[src/rtl/hsmon_pkg.sv]
package hsmon_pkg;
  localparam int NUM_CH  = 5;
  localparam int CH_AW   = 0;
  localparam int CH_W    = 1;
  localparam int CH_B    = 2;
  localparam int CH_AR   = 3;
  localparam int CH_R    = 4;

  localparam int DROP_BASE = 0;
  localparam int HOLD_BASE = NUM_CH;
  localparam int ERR_WLAST = 2 * NUM_CH;
  localparam int ERR_RLAST = ERR_WLAST + 1;
  localparam int ERR_BORD  = ERR_WLAST + 2;
  localparam int ERR_RORD  = ERR_WLAST + 3;
  localparam int ERR_WOVF  = ERR_WLAST + 4;
  localparam int ERR_ROVF  = ERR_WLAST + 5;
  localparam int NUM_ERR   = ERR_ROVF + 1;

  // Strobes from the observing datapath to the burst control
  typedef struct packed {
    logic [NUM_CH-1:0] fire;
    logic [NUM_CH-1:0] drop;
    logic [NUM_CH-1:0] hold;
    logic              wLast;
    logic              rLast;
    logic              bValid;
  } evt_t;
endpackage

[src/rtl/hsStallWatch.sv]
module hsStallWatch #(
  parameter int PW = 8
) (
  input  logic          clk,
  input  logic          rstN,
  input  logic          valid,
  input  logic          ready,
  input  logic [PW-1:0] payload,
  output logic          fire,
  output logic          drop,
  output logic          hold
);
  logic          stallQ;
  logic [PW-1:0] payQ;

  always_ff @(posedge clk or negedge rstN) begin
    if (!rstN) begin
      stallQ <= 1'b0;
      payQ   <= '0;
    end else begin
      stallQ <= valid & ~ready;
      payQ   <= payload;
    end
  end

  // A stall last cycle obliges VALID and payload to persist this cycle
  always_comb begin
    fire = valid & ready;
    drop = stallQ & ~valid;
    hold = stallQ & valid & (payload != payQ);
  end
endmodule

[src/rtl/hsMonDatapath.sv]
module hsMonDatapath
  import hsmon_pkg::*;
#(
  parameter int ADDR_W = 32,
  parameter int DATA_W = 32,
  parameter int LEN_W  = 8,
  parameter int RESP_W = 2
) (
  input  logic                clk,
  input  logic                rstN,
  input  logic                awValid,
  input  logic                awReady,
  input  logic [ADDR_W-1:0]   awAddr,
  input  logic [LEN_W-1:0]    awLen,
  input  logic                wValid,
  input  logic                wReady,
  input  logic [DATA_W-1:0]   wData,
  input  logic [DATA_W/8-1:0] wStrb,
  input  logic                wLast,
  input  logic                bValid,
  input  logic                bReady,
  input  logic [RESP_W-1:0]   bResp,
  input  logic                arValid,
  input  logic                arReady,
  input  logic [ADDR_W-1:0]   arAddr,
  input  logic [LEN_W-1:0]    arLen,
  input  logic                rValid,
  input  logic                rReady,
  input  logic [DATA_W-1:0]   rData,
  input  logic [RESP_W-1:0]   rResp,
  input  logic                rLast,
  output evt_t                evt
);
  localparam int AW_PW = ADDR_W + LEN_W;
  localparam int W_PW  = DATA_W + DATA_W/8 + 1;
  localparam int B_PW  = RESP_W;
  localparam int R_PW  = DATA_W + RESP_W + 1;

  logic [NUM_CH-1:0] fireV, dropV, holdV;

  hsStallWatch #(.PW(AW_PW)) uAw (
    .clk(clk), .rstN(rstN), .valid(awValid), .ready(awReady),
    .payload({awAddr, awLen}),
    .fire(fireV[CH_AW]), .drop(dropV[CH_AW]), .hold(holdV[CH_AW]));

  hsStallWatch #(.PW(W_PW)) uW (
    .clk(clk), .rstN(rstN), .valid(wValid), .ready(wReady),
    .payload({wData, wStrb, wLast}),
    .fire(fireV[CH_W]), .drop(dropV[CH_W]), .hold(holdV[CH_W]));

  hsStallWatch #(.PW(B_PW)) uB (
    .clk(clk), .rstN(rstN), .valid(bValid), .ready(bReady),
    .payload(bResp),
    .fire(fireV[CH_B]), .drop(dropV[CH_B]), .hold(holdV[CH_B]));

  hsStallWatch #(.PW(AW_PW)) uAr (
    .clk(clk), .rstN(rstN), .valid(arValid), .ready(arReady),
    .payload({arAddr, arLen}),
    .fire(fireV[CH_AR]), .drop(dropV[CH_AR]), .hold(holdV[CH_AR]));

  hsStallWatch #(.PW(R_PW)) uR (
    .clk(clk), .rstN(rstN), .valid(rValid), .ready(rReady),
    .payload({rData, rResp, rLast}),
    .fire(fireV[CH_R]), .drop(dropV[CH_R]), .hold(holdV[CH_R]));

  always_comb begin
    evt.fire   = fireV;
    evt.drop   = dropV;
    evt.hold   = holdV;
    evt.wLast  = wLast;
    evt.rLast  = rLast;
    evt.bValid = bValid;
  end
endmodule

[src/rtl/hsMonControl.sv]
module hsMonControl
  import hsmon_pkg::*;
#(
  parameter int LEN_W = 8
) (
  input  logic               clk,
  input  logic               rstN,
  input  evt_t               evt,
  input  logic [LEN_W-1:0]   awLen,
  input  logic [LEN_W-1:0]   arLen,
  output logic [NUM_ERR-1:0] errFlags
);
  localparam int CW = LEN_W + 1;

  logic          wAddrSeen, wDataDone, rAddrSeen;
  logic [CW-1:0] wCnt, wLen1, rCnt, rLen1;

  logic          wAddrNx, wDoneNx, rAddrNx;
  logic [CW-1:0] wCntNx, wLenNx, rCntNx, rLenNx;
  logic          wLastErr, rLastErr, bOrdErr, rOrdErr, wOvfErr, rOvfErr;
  logic          awFire, wFire, bFire, arFire, rFire;
  logic [CW-1:0] awLen1, arLen1, lenNow, wNew, rNew;
  logic          addrNow, rDoneNow;
  logic [NUM_ERR-1:0] errNow;

  always_comb begin
    awFire = evt.fire[CH_AW];
    wFire  = evt.fire[CH_W];
    bFire  = evt.fire[CH_B];
    arFire = evt.fire[CH_AR];
    rFire  = evt.fire[CH_R];
    awLen1 = CW'(awLen) + CW'(1);
    arLen1 = CW'(arLen) + CW'(1);
  end

  // Write direction: address, data (possibly early) and response
  always_comb begin
    wAddrNx  = wAddrSeen;
    wDoneNx  = wDataDone;
    wCntNx   = wCnt;
    wLenNx   = wLen1;
    wLastErr = 1'b0;
    wOvfErr  = 1'b0;
    bOrdErr  = 1'b0;
    addrNow  = wAddrSeen | awFire;
    lenNow   = wAddrSeen ? wLen1 : awLen1;
    wNew     = wCnt + CW'(1);

    if (wFire) begin
      if (wDataDone) begin
        wOvfErr = 1'b1;
      end else begin
        wCntNx = wNew;
        if (addrNow) begin
          wLastErr = (wNew > lenNow) | (evt.wLast != (wNew == lenNow));
          wDoneNx  = evt.wLast | (wNew >= lenNow);
        end else begin
          wDoneNx = evt.wLast;
        end
      end
    end else if (awFire && !wAddrSeen) begin
      // reconcile beats that arrived ahead of the address
      if (wDataDone) begin
        wLastErr = (wCnt != awLen1);
      end else if (wCnt >= awLen1) begin
        wLastErr = 1'b1;
        wDoneNx  = 1'b1;
      end
    end

    if (awFire) begin
      if (!wAddrSeen) begin
        wAddrNx = 1'b1;
        wLenNx  = awLen1;
      end else if (!bFire) begin
        wOvfErr = 1'b1;
      end
    end

    if (evt.bValid && !(wAddrSeen && wDataDone)) bOrdErr = 1'b1;

    if (bFire) begin
      wAddrNx = 1'b0;
      wDoneNx = 1'b0;
      wCntNx  = '0;
      if (awFire && wAddrSeen) begin
        wAddrNx = 1'b1;
        wLenNx  = awLen1;
      end
    end
  end

  // Read direction: address then data
  always_comb begin
    rAddrNx  = rAddrSeen;
    rCntNx   = rCnt;
    rLenNx   = rLen1;
    rLastErr = 1'b0;
    rOrdErr  = 1'b0;
    rOvfErr  = 1'b0;
    rDoneNow = 1'b0;
    rNew     = rCnt + CW'(1);

    if (rFire) begin
      if (!rAddrSeen) begin
        rOrdErr = 1'b1;
      end else begin
        rCntNx   = rNew;
        rLastErr = evt.rLast != (rNew == rLen1);
        rDoneNow = evt.rLast | (rNew >= rLen1);
      end
    end

    if (rDoneNow) begin
      rAddrNx = 1'b0;
      rCntNx  = '0;
    end

    if (arFire) begin
      if (!rAddrSeen || rDoneNow) begin
        rAddrNx = 1'b1;
        rLenNx  = arLen1;
        rCntNx  = '0;
      end else begin
        rOvfErr = 1'b1;
      end
    end
  end

  always_comb begin
    errNow = '0;
    errNow[DROP_BASE +: NUM_CH] = evt.drop;
    errNow[HOLD_BASE +: NUM_CH] = evt.hold;
    errNow[ERR_WLAST] = wLastErr;
    errNow[ERR_RLAST] = rLastErr;
    errNow[ERR_BORD]  = bOrdErr;
    errNow[ERR_RORD]  = rOrdErr;
    errNow[ERR_WOVF]  = wOvfErr;
    errNow[ERR_ROVF]  = rOvfErr;
  end

  always_ff @(posedge clk or negedge rstN) begin
    if (!rstN) begin
      wAddrSeen <= 1'b0;
      wDataDone <= 1'b0;
      wCnt      <= '0;
      wLen1     <= '0;
      rAddrSeen <= 1'b0;
      rCnt      <= '0;
      rLen1     <= '0;
      errFlags  <= '0;
    end else begin
      wAddrSeen <= wAddrNx;
      wDataDone <= wDoneNx;
      wCnt      <= wCntNx;
      wLen1     <= wLenNx;
      rAddrSeen <= rAddrNx;
      rCnt      <= rCntNx;
      rLen1     <= rLenNx;
      errFlags  <= errFlags | errNow;
    end
  end
endmodule

[src/rtl/hsLinkMonitor.sv]
module hsLinkMonitor
  import hsmon_pkg::*;
#(
  parameter int ADDR_W = 32,
  parameter int DATA_W = 32,
  parameter int LEN_W  = 8,
  parameter int RESP_W = 2
) (
  input  logic                clk,
  input  logic                rstN,
  input  logic                awValid,
  input  logic                awReady,
  input  logic [ADDR_W-1:0]   awAddr,
  input  logic [LEN_W-1:0]    awLen,
  input  logic                wValid,
  input  logic                wReady,
  input  logic [DATA_W-1:0]   wData,
  input  logic [DATA_W/8-1:0] wStrb,
  input  logic                wLast,
  input  logic                bValid,
  input  logic                bReady,
  input  logic [RESP_W-1:0]   bResp,
  input  logic                arValid,
  input  logic                arReady,
  input  logic [ADDR_W-1:0]   arAddr,
  input  logic [LEN_W-1:0]    arLen,
  input  logic                rValid,
  input  logic                rReady,
  input  logic [DATA_W-1:0]   rData,
  input  logic [RESP_W-1:0]   rResp,
  input  logic                rLast,
  output logic [15:0]         errFlags,
  output logic                errAny
);
  evt_t evt;
  logic [NUM_ERR-1:0] flagsQ;

  hsMonDatapath #(
    .ADDR_W(ADDR_W), .DATA_W(DATA_W), .LEN_W(LEN_W), .RESP_W(RESP_W)
  ) uDp (
    .clk(clk), .rstN(rstN),
    .awValid(awValid), .awReady(awReady), .awAddr(awAddr), .awLen(awLen),
    .wValid(wValid), .wReady(wReady), .wData(wData), .wStrb(wStrb), .wLast(wLast),
    .bValid(bValid), .bReady(bReady), .bResp(bResp),
    .arValid(arValid), .arReady(arReady), .arAddr(arAddr), .arLen(arLen),
    .rValid(rValid), .rReady(rReady), .rData(rData), .rResp(rResp), .rLast(rLast),
    .evt(evt)
  );

  hsMonControl #(.LEN_W(LEN_W)) uCtl (
    .clk(clk), .rstN(rstN), .evt(evt),
    .awLen(awLen), .arLen(arLen),
    .errFlags(flagsQ)
  );

  assign errFlags = flagsQ;
  assign errAny   = |flagsQ;
endmodule

[config.mk]
export PLATFORM = sky130hd
export DESIGN_NAME = hsLinkMonitor
export DESIGN_NICKNAME = d
export VERILOG_FILES = /design/src/rtl/hsmon_pkg.sv /design/src/rtl/hsStallWatch.sv /design/src/rtl/hsMonDatapath.sv /design/src/rtl/hsMonControl.sv /design/src/rtl/hsLinkMonitor.sv
export SDC_FILE = /design/constraint.sdc
export NUM_CORES = 1
export LEC_CHECK = 0
export CORE_MARGIN = 2
export CORE_UTILIZATION = 47
export CTS_BUF_LIST = sky130_fd_sc_hd__clkbuf_4 sky130_fd_sc_hd__clkbuf_8 sky130_fd_sc_hd__clkbuf_16
export CTS_CLUSTER_DIAMETER = 40
export CTS_CLUSTER_SIZE = 28
export DETAILED_ROUTE_END_ITERATION = 6
export PLACE_DENSITY_LB_ADDON = 0.25
export SKIP_CTS_REPAIR_TIMING = 1
export SKIP_LAST_GASP = 1
export SLEW_MARGIN = 20
export SYNTH_ARGS = -nofsm -noshare
export SYNTH_HDL_FRONTEND = slang
export SYNTH_SLANG_ARGS = --single-unit
[constraint.sdc]
create_clock -name clk -period 2.8 [get_ports clk]
set_clock_uncertainty 0.1 [all_clocks]
set_input_delay 0.42 -clock clk [delete_from_list [all_inputs] [get_ports clk]]
set_output_delay 0.42 -clock clk [all_outputs]
set_load 0.05 [all_outputs]
# After elaboration in Yosys (flattened, before gate mapping)
# Cells that the tools add are included.
[word_totals]
reg_bits = 214
inputBits = 166
out_inout_bits = 17
word_cells = 135
[classes]
n_addsub = 4
order_cmp = 4
n_eq_ne = 11
mux = 44
n_bitwise = 40
reduce_logical = 14
[op_table]
columns = ["cell", "n"]
rows = [
  ["two-way mux 9 bit", 12],
  ["inequality test 40 bit", 2],
  ["inequality test 37 bit", 1],
  ["inequality test 35 bit", 1],
  ["two-way mux 1 bit", 32],
  ["greater-or-equal comparator 9 bit", 3],
  ["AND 1 bit", 25],
  ["adder 8 x 1 -> 9 bit (second input constant)", 2],
  ["adder 9 x 1 -> 9 bit (second input constant)", 2],
  ["== test 9 bit", 2],
  ["bitwise OR 16 bit", 1],
  ["OR reduction 16 bit", 1],
  ["NOT 1 bit", 10],
  ["> comparator 9 bit", 1],
  ["inequality test 9 bit", 1],
  ["logical AND 1 bit", 4],
  ["bitwise OR 1 bit", 4],
  ["AND reduction 2 bit", 2],
  ["nonzero test 2 bit", 2],
  ["logical NOT 1 bit", 3],
  ["nonzero test 3 bit", 1],
  ["inequality test 1 bit", 2],
  ["inequality test 2 bit", 1],
  ["inequality test 2 bit (second input constant)", 1],
  ["logical OR 1 bit", 1],
]

# Depth between registers and ports, before layout
[depth]
ltp_word = 9
depth_mapped = 12
ltp_nobuf = 12

# By module
# Synthesis repeated with hierarchy kept, for this count alone.
[unflattened]
hier_cells = 752
hier_area_um2 = 9163.8
[modules_own_cells]
columns = ["module", "instances", "cells_per_inst", "area_per_inst_um2", "seq_area_each_um2"]
rows = [
  ["hsMonControl", 1, 359, 3344.5, 1376.3],
  ["hsStallWatch (uDp.uAr ...)", 2, 98, 1482.7, 1026.0],
  ["hsStallWatch (uDp.uW)", 1, 92, 1376.3, 950.9],
  ["hsStallWatch (uDp.uR)", 1, 87, 1303.8, 900.9],
  ["hsStallWatch (uDp.uB)", 1, 10, 120.1, 75.1],
  ["hsLinkMonitor", 1, 5, 31.3, 0.0],
  ["hsMonDatapath", 1, 3, 22.5, 0.0],
]

# Worst setup path after synthesis
# No wires, ideal clock.
[synth_timing]
kind = "register -> register"
startpoint = "reg uCtl.rCnt[0]"
endpoint = "reg uCtl.rLen1[8]"
setup_ps = 126
t_arrival_ps = 2674
t_required_ps = 2574
slack_ps = -101
stages_incl_launch_ff = 13
path_buffers = 1
period_less_slack_ps = 2901
cell_sequence = "dfrtp_1 ha_1 and3_1 and3_1 nand3_1 xnor2_1 ha_1 nand4_2 nor3_4 nor4_4 and2_4 buf_6 a311o_1"
[synth_via]
elab_chain_len = 7
[synth_lines]
columns = ["element", "line", "rtl"]
rows = [
  ["from (decl)", "hsMonControl.sv:16", "logic [CW-1:0] wCnt, wLen1, rCnt, rLen1;"],
  ["from (signal assigned)", "hsMonControl.sv:158", "rCnt <= rCntNx;"],
  ["adder 9 x 1 -> 9 bit", "hsMonControl.sv:102", "rNew = rCnt + CW'(1);"],
  ["greater-or-equal comparator 9 bit", "hsMonControl.sv:110", "rDoneNow = evt.rLast | (rNew >= rLen1);"],
  ["bitwise OR 1 bit", "hsMonControl.sv:110", ""],
  ["two-way mux 1 bit", "hsMonControl.sv:105", "if (!rAddrSeen) begin"],
  ["two-way mux 1 bit", "hsMonControl.sv:104", "if (rFire) begin"],
  ["logical OR 1 bit", "hsMonControl.sv:120", "if (!rAddrSeen || rDoneNow) begin"],
  ["AND reduction 2 bit (no line)", "-", ""],
  ["to (signal assigned)", "hsMonControl.sv:159", "rLen1 <= rLenNx;"],
  ["to (decl)", "hsMonControl.sv:16", ""],
]
# No other way between the ends.
# A chain may end at the register's enable or synchronous reset.

# Worst setup path in the final report
[layout_timing]
startpoint = "in awLen[1]"
endpoint = "reg uCtl.wDataDone"
[layout_via]
elab_chain_len = 8
word_cells_on_any_way = 12
classes_between = "add/sub: 1; order compare: 2; mux: 8; bitwise: 1"
[layout_lines]
columns = ["element", "line", "rtl"]
rows = [
  ["from (decl)", "hsLinkMonitor.sv:14", "input logic [LEN_W-1:0] awLen,"],
  ["adder 8 x 1 -> 9 bit *", "hsMonControl.sv:32", "awLen1 = CW'(awLen) + CW'(1);"],
  ["two-way mux 9 bit", "hsMonControl.sv:46", "lenNow = wAddrSeen ? wLen1 : awLen1;"],
  ["greater-or-equal comparator 9 bit", "hsMonControl.sv:56", "wDoneNx = evt.wLast | (wNew >= lenNow);"],
  ["bitwise OR 1 bit", "hsMonControl.sv:56", ""],
  ["two-way mux 1 bit", "hsMonControl.sv:54", "if (addrNow) begin"],
  ["two-way mux 1 bit", "hsMonControl.sv:50", "if (wDataDone) begin"],
  ["two-way mux 1 bit *", "hsMonControl.sv:49", "if (wFire) begin"],
  ["two-way mux 1 bit *", "hsMonControl.sv:82", "if (bFire) begin"],
  ["to (signal assigned)", "hsMonControl.sv:154", "wDataDone <= wDoneNx;"],
  ["to (decl)", "hsMonControl.sv:15", "logic wAddrSeen, wDataDone, rAddrSeen;"],
]
# Every way passes the cells marked *; elsewhere a longest branch is shown, timed or not. The select of a mux whose other input is x is not followed.

==> impl_summary.log <==
[metrics] FF+latch area: 0.00536 mm2
[metrics] routability cong.: 0.838
[metrics] wire length of the first global-routing pass: 35900 um
[metrics] slack of the worst reg-to-reg path: -80 ps
[metrics] largest stage delay on the critical path: 540 ps
[metrics] final-layout fill cell count: 1465
[metrics] fin util: 68.5%
[metrics] effective utilization at floorplan: 47.8%
[metrics] Multi-input gate area: 0.00413 mm2
[metrics] number of unique standard cell types used by synthesis: 52
[metrics] endpoints failing hold: 0
[metrics] H-tree levels: 2
[metrics] clock sink count: 214
[metrics] Worst Hold End: uDp.uAw.payQ[0]
[metrics] failing checks: setup timing
[metrics] family of cells with the greatest summed delay on the critical path: compound AO/OA/AOI/OAI gates
[metrics] antenna violations before repair: 0
[metrics] total of buffers placed on input and output ports: 182
[metrics] count of buffering cells on the critical path with inverters included: 2
[metrics] final setup vio count: 6
[metrics] largest voltage drop on the vdd net: 510 uV
[metrics] relative contribution of combinational cells to total power: 13.3%
[metrics] post-synthesis register bit count: 214
[metrics] share of layout cells above drive strength 1: 14.9%
[metrics] Critical Path Slowest Stage Cell: clkdlybuf4s50_1
[metrics] maximum clock insertion buffer count: 3
[metrics] reg-to-reg critical path endpoint: uCtl.rCnt[4]
[metrics] Final HPWL DP: 16500 um
[metrics] number of flops mapped to enable cells by yosys: 0
[metrics] aggregate global routing overflow: 0
[metrics] r2r startpoint: uCtl.rCnt[0]
[metrics] total via count after detailed routing: 6859
[metrics] final non-filler cell area: 0.0133 mm2
[metrics] worst r2r path cells: 13
[metrics] die area: 0.0209 mm2
[metrics] via count of the first global-routing pass: 7133
[metrics] TritonCTS buffer count: 34
[metrics] RSZ-0062 raised after global routing: true
[metrics] synthesized netlist cell count: 776
[metrics] Synth Net Count: 973
[metrics] diode insertion count for antenna repair: 0
[metrics] most used cell, CP: ha_1
[metrics] post-synthesis instance area: 0.00931 mm2
[metrics] I/O pin cnt: 183
[metrics] endpoint required time on the critical path: 3070 ps
[metrics] Net count, final: 1228
[metrics] critical path endpoint category: flip-flop
[metrics] Avg WL per Cell: 17.4 um
[metrics] number of remaining DRC errors: 0
[metrics] DRT iter0 DRCs: 209
[metrics] final setup margin: -76.3 ps
[metrics] ranking of synthesized cells by area: dfrtp_1 (58%), xnor2_1 (10%), xor2_1 (7.2%)
[metrics] net switching power figure: 2.19 mW
[metrics] proportion of synthesized flip-flops having asynchronous set or reset: 100%
[metrics] Max FO, Critical Path: 4
[metrics] proportion of netlist area held by the largest area contributor: 57.5%
[metrics] shortest period the worst path allows: 2880 ps
[metrics] classification of the worst-slack hold path: input pin to flip-flop
[metrics] global-route total usage across every layer: 22.1%
[metrics] total wirelength of the detailed-routed design: 23000 um
[metrics] Core Footprint: 0.0195 mm2
[metrics] Vias/cell: 5.19
[metrics] fraction of the yosys area taken by sequential cells: 57.5%
[metrics] Avg Cell Area, Syn: 12.0 um2
[metrics] series of cell instances along the critical path: clkdlybuf4s50_1, ha_1, nand3_1, buf_4, xor2_2, ha_1, a21o_1, a221o_1, a211o_1, o221ai_1, o41ai_2
[metrics] cell-internal power: 6.65 mW
[metrics] fin. max-slew vios: 0
[metrics] part of the total power dissipated in sequential elements: 38.6%
[metrics] post-route worst hold slack: 171 ps
[metrics] die boundary width: 145 um
[metrics] worst setup path class: input pin to flip-flop
[metrics] count leader, synth: dfrtp_1
[metrics] achievable frequency: 348 MHz
[metrics] worst hold path depth: 2
[metrics] Die H: 145 um
[metrics] largest net degree at the start of global routing: 62
[metrics] synthesis-to-layout area growth: 43.2%
[metrics] Synth Flop Type: dfrtp_1
[metrics] clock tree from TritonCTS: built
[metrics] final total power: 8.83 mW
[metrics] Leakage: 5.63 nW
[metrics] Post-DP Area: 0.0118 mm2
[metrics] Hold Startpoint: awLen[0]
[metrics] max_cap viols: 0
[metrics] Detail Route Antenna Nets: 0
[metrics] worst max-slew margin expressed relative to the limit: 41.9%
[metrics] leading post-synthesis cells by instance count: dfrtp_1 (214), xnor2_1 (109), xor2_1 (76)
[metrics] Clock power frac: 48.1%
[metrics] number of search-and-repair iterations in the first detailed-routing pass: 5
[metrics] YS warnings: 0
[metrics] Arrival @ worst endpoint: 3140 ps
[metrics] CTS Root Buffer Type: clkbuf_16
[metrics] Placement Rows: 51
[metrics] Final period util: 103%
[metrics] clock insertion delay at the later pin of the skew report: 500 ps
[metrics] clock edge transition at the registers on the reported setup and hold paths: 50 ps
[metrics] area leader, netlist: dfrtp_1
[metrics] crit start category: input pin
[metrics] share of total power consumed by net switching: 24.8%
[metrics] actual slew at the worst max-slew pin: 869 ps
[metrics] status: complete, but fails checks
[metrics] Pwr per Cell Area: 663 mW/mm2
## worst reg2reg max path, cell delays in order (launching register included)
cell and delay [ps]:
dfrtp_1 360, ha_2 190, and3_4 190, and3_4 220, nand3_4 90, xnor2_2 160, ha_1 350, o21ai_1 110
nor2_2 70, nor4_4 280, buf_6 180, a21oi_4 80, buf_8 170, nor4_4 220
## kinds of logic (layout without fill, tap and decap cells)
family / Yosys count / in the layout / synth area share (%)
XOR/XNOR: 185 / 185 / 17.4
AND/OR/NAND/NOR: 203 / 204 / 11.8
flip-flops: 214 / 214 / 57.5
multiplexers: 3 / 3 / 0.323
buffers and inverters: 34 / 314 / 1.48
AO/OA/AOI/OAI: 106 / 106 / 7.29
adder cells (fa/ha/maj): 31 / 31 / 4.17
## layout by cell type (no fill, tap or decap), types with 4 or more instances in the layout
cell type	instances
clkbuf_4	8
and3_4	4
xor2_1	75
clkinvlp_4	5
inv_1	20
o21ai_0	30
ha_1	29
nor2_2	4
nand4_1	41
o311ai_4	4
a21o_1	14
nand3_1	25
dfrtp_1	213
nor3_1	4
buf_4	43
nand2b_1	4
a21oi_1	24
nor2_1	25
clkdlybuf4s50_1	179
or3_1	6
and3_1	6
xnor2_1	108
nor4_1	23
nor3_4	4
clkbuf_16	37
nand2_1	40
a31oi_1	4
## state kept, by name (all words and copies together), names as in the netlist, 2 cells and up
name / cells
uCtl.rCnt: 9
uCtl.wCnt: 9
uDp.uB.payQ: 2
uDp.uW.payQ: 37
uCtl.rLen1: 9
uCtl.errFlags: 16
uDp.uAr.payQ: 40
uCtl.wLen1: 9
uDp.uR.payQ: 35
uDp.uAw.payQ: 40
## how the worst max path moves through the flow
| stage | start | endpoint | slack [ps] | cells past startpoint |
|---|---|---|---|---|
| after CTS | uCtl.rCnt[0] | uCtl.rCnt[4] | -70 | 13 |
| after global placement | awLen[0] | uCtl.wDataDone | -440 | 13 |
| after detailed placement | awLen[0] | uCtl.wDataDone | -550 | 13 |
| after floorplan | uCtl.rCnt[0] | uCtl.rLen1[8] | 20 | 12 |
| after global routing | uCtl.rCnt[0] | uCtl.rLen1[8] | -180 | 12 |
| final | awLen[1] | uCtl.wDataDone | -80 | 11 |
## stage by stage
stage / std cells / TNS (ps) / setup WS (ps)
detailed placement: 1251 / -1120 / -546
global placement: 1251 / -857 / -442
finish: 1322 / -292 / -76.3
CTS: 1313 / -311 / -67.3
floorplan: 776 / 0 / 21.2
global route: 1322 / -2310 / -182
## routing by layer
metal / GRT usage, % / part of all wire (%) / vias to the layer above
met5: 0 / 0 / -
met4: 7.92 / 2.5 / 0
met3: 6.02 / 8.1 / 46
met2: 35.8 / 47 / 219
met1: 28.8 / 42 / 3346
li1: - / - / 3248
## final cells by class
| cell class | count | share of cell area, % |
|---|---|---|
| well taps | 265 | 2.49 |
| clock buffers | 47 | 7.60 |
| repair buffers | 232 | 16.9 |
| clock inverters | 15 | 1.27 |
| inverters | 20 | 0.563 |
| flip-flops and latches | 214 | 40.2 |
| multi-input cells | 529 | 31.0 |
## power groups by stage
stage / clock network [mW] / logic, mW / registers (mW)
5_1_grt: 4.52 / 1.30 / 3.43
3_3_place_gp: 0 / 1.04 / 3.45
3_5_place_dp: 0 / 1.06 / 3.46
6_report: 4.25 / 1.17 / 3.41
4_1_cts: 4.35 / 1.07 / 3.41
2_1_floorplan: 0 / 0.514 / 3.44
(Power assumes the default switching activity.)
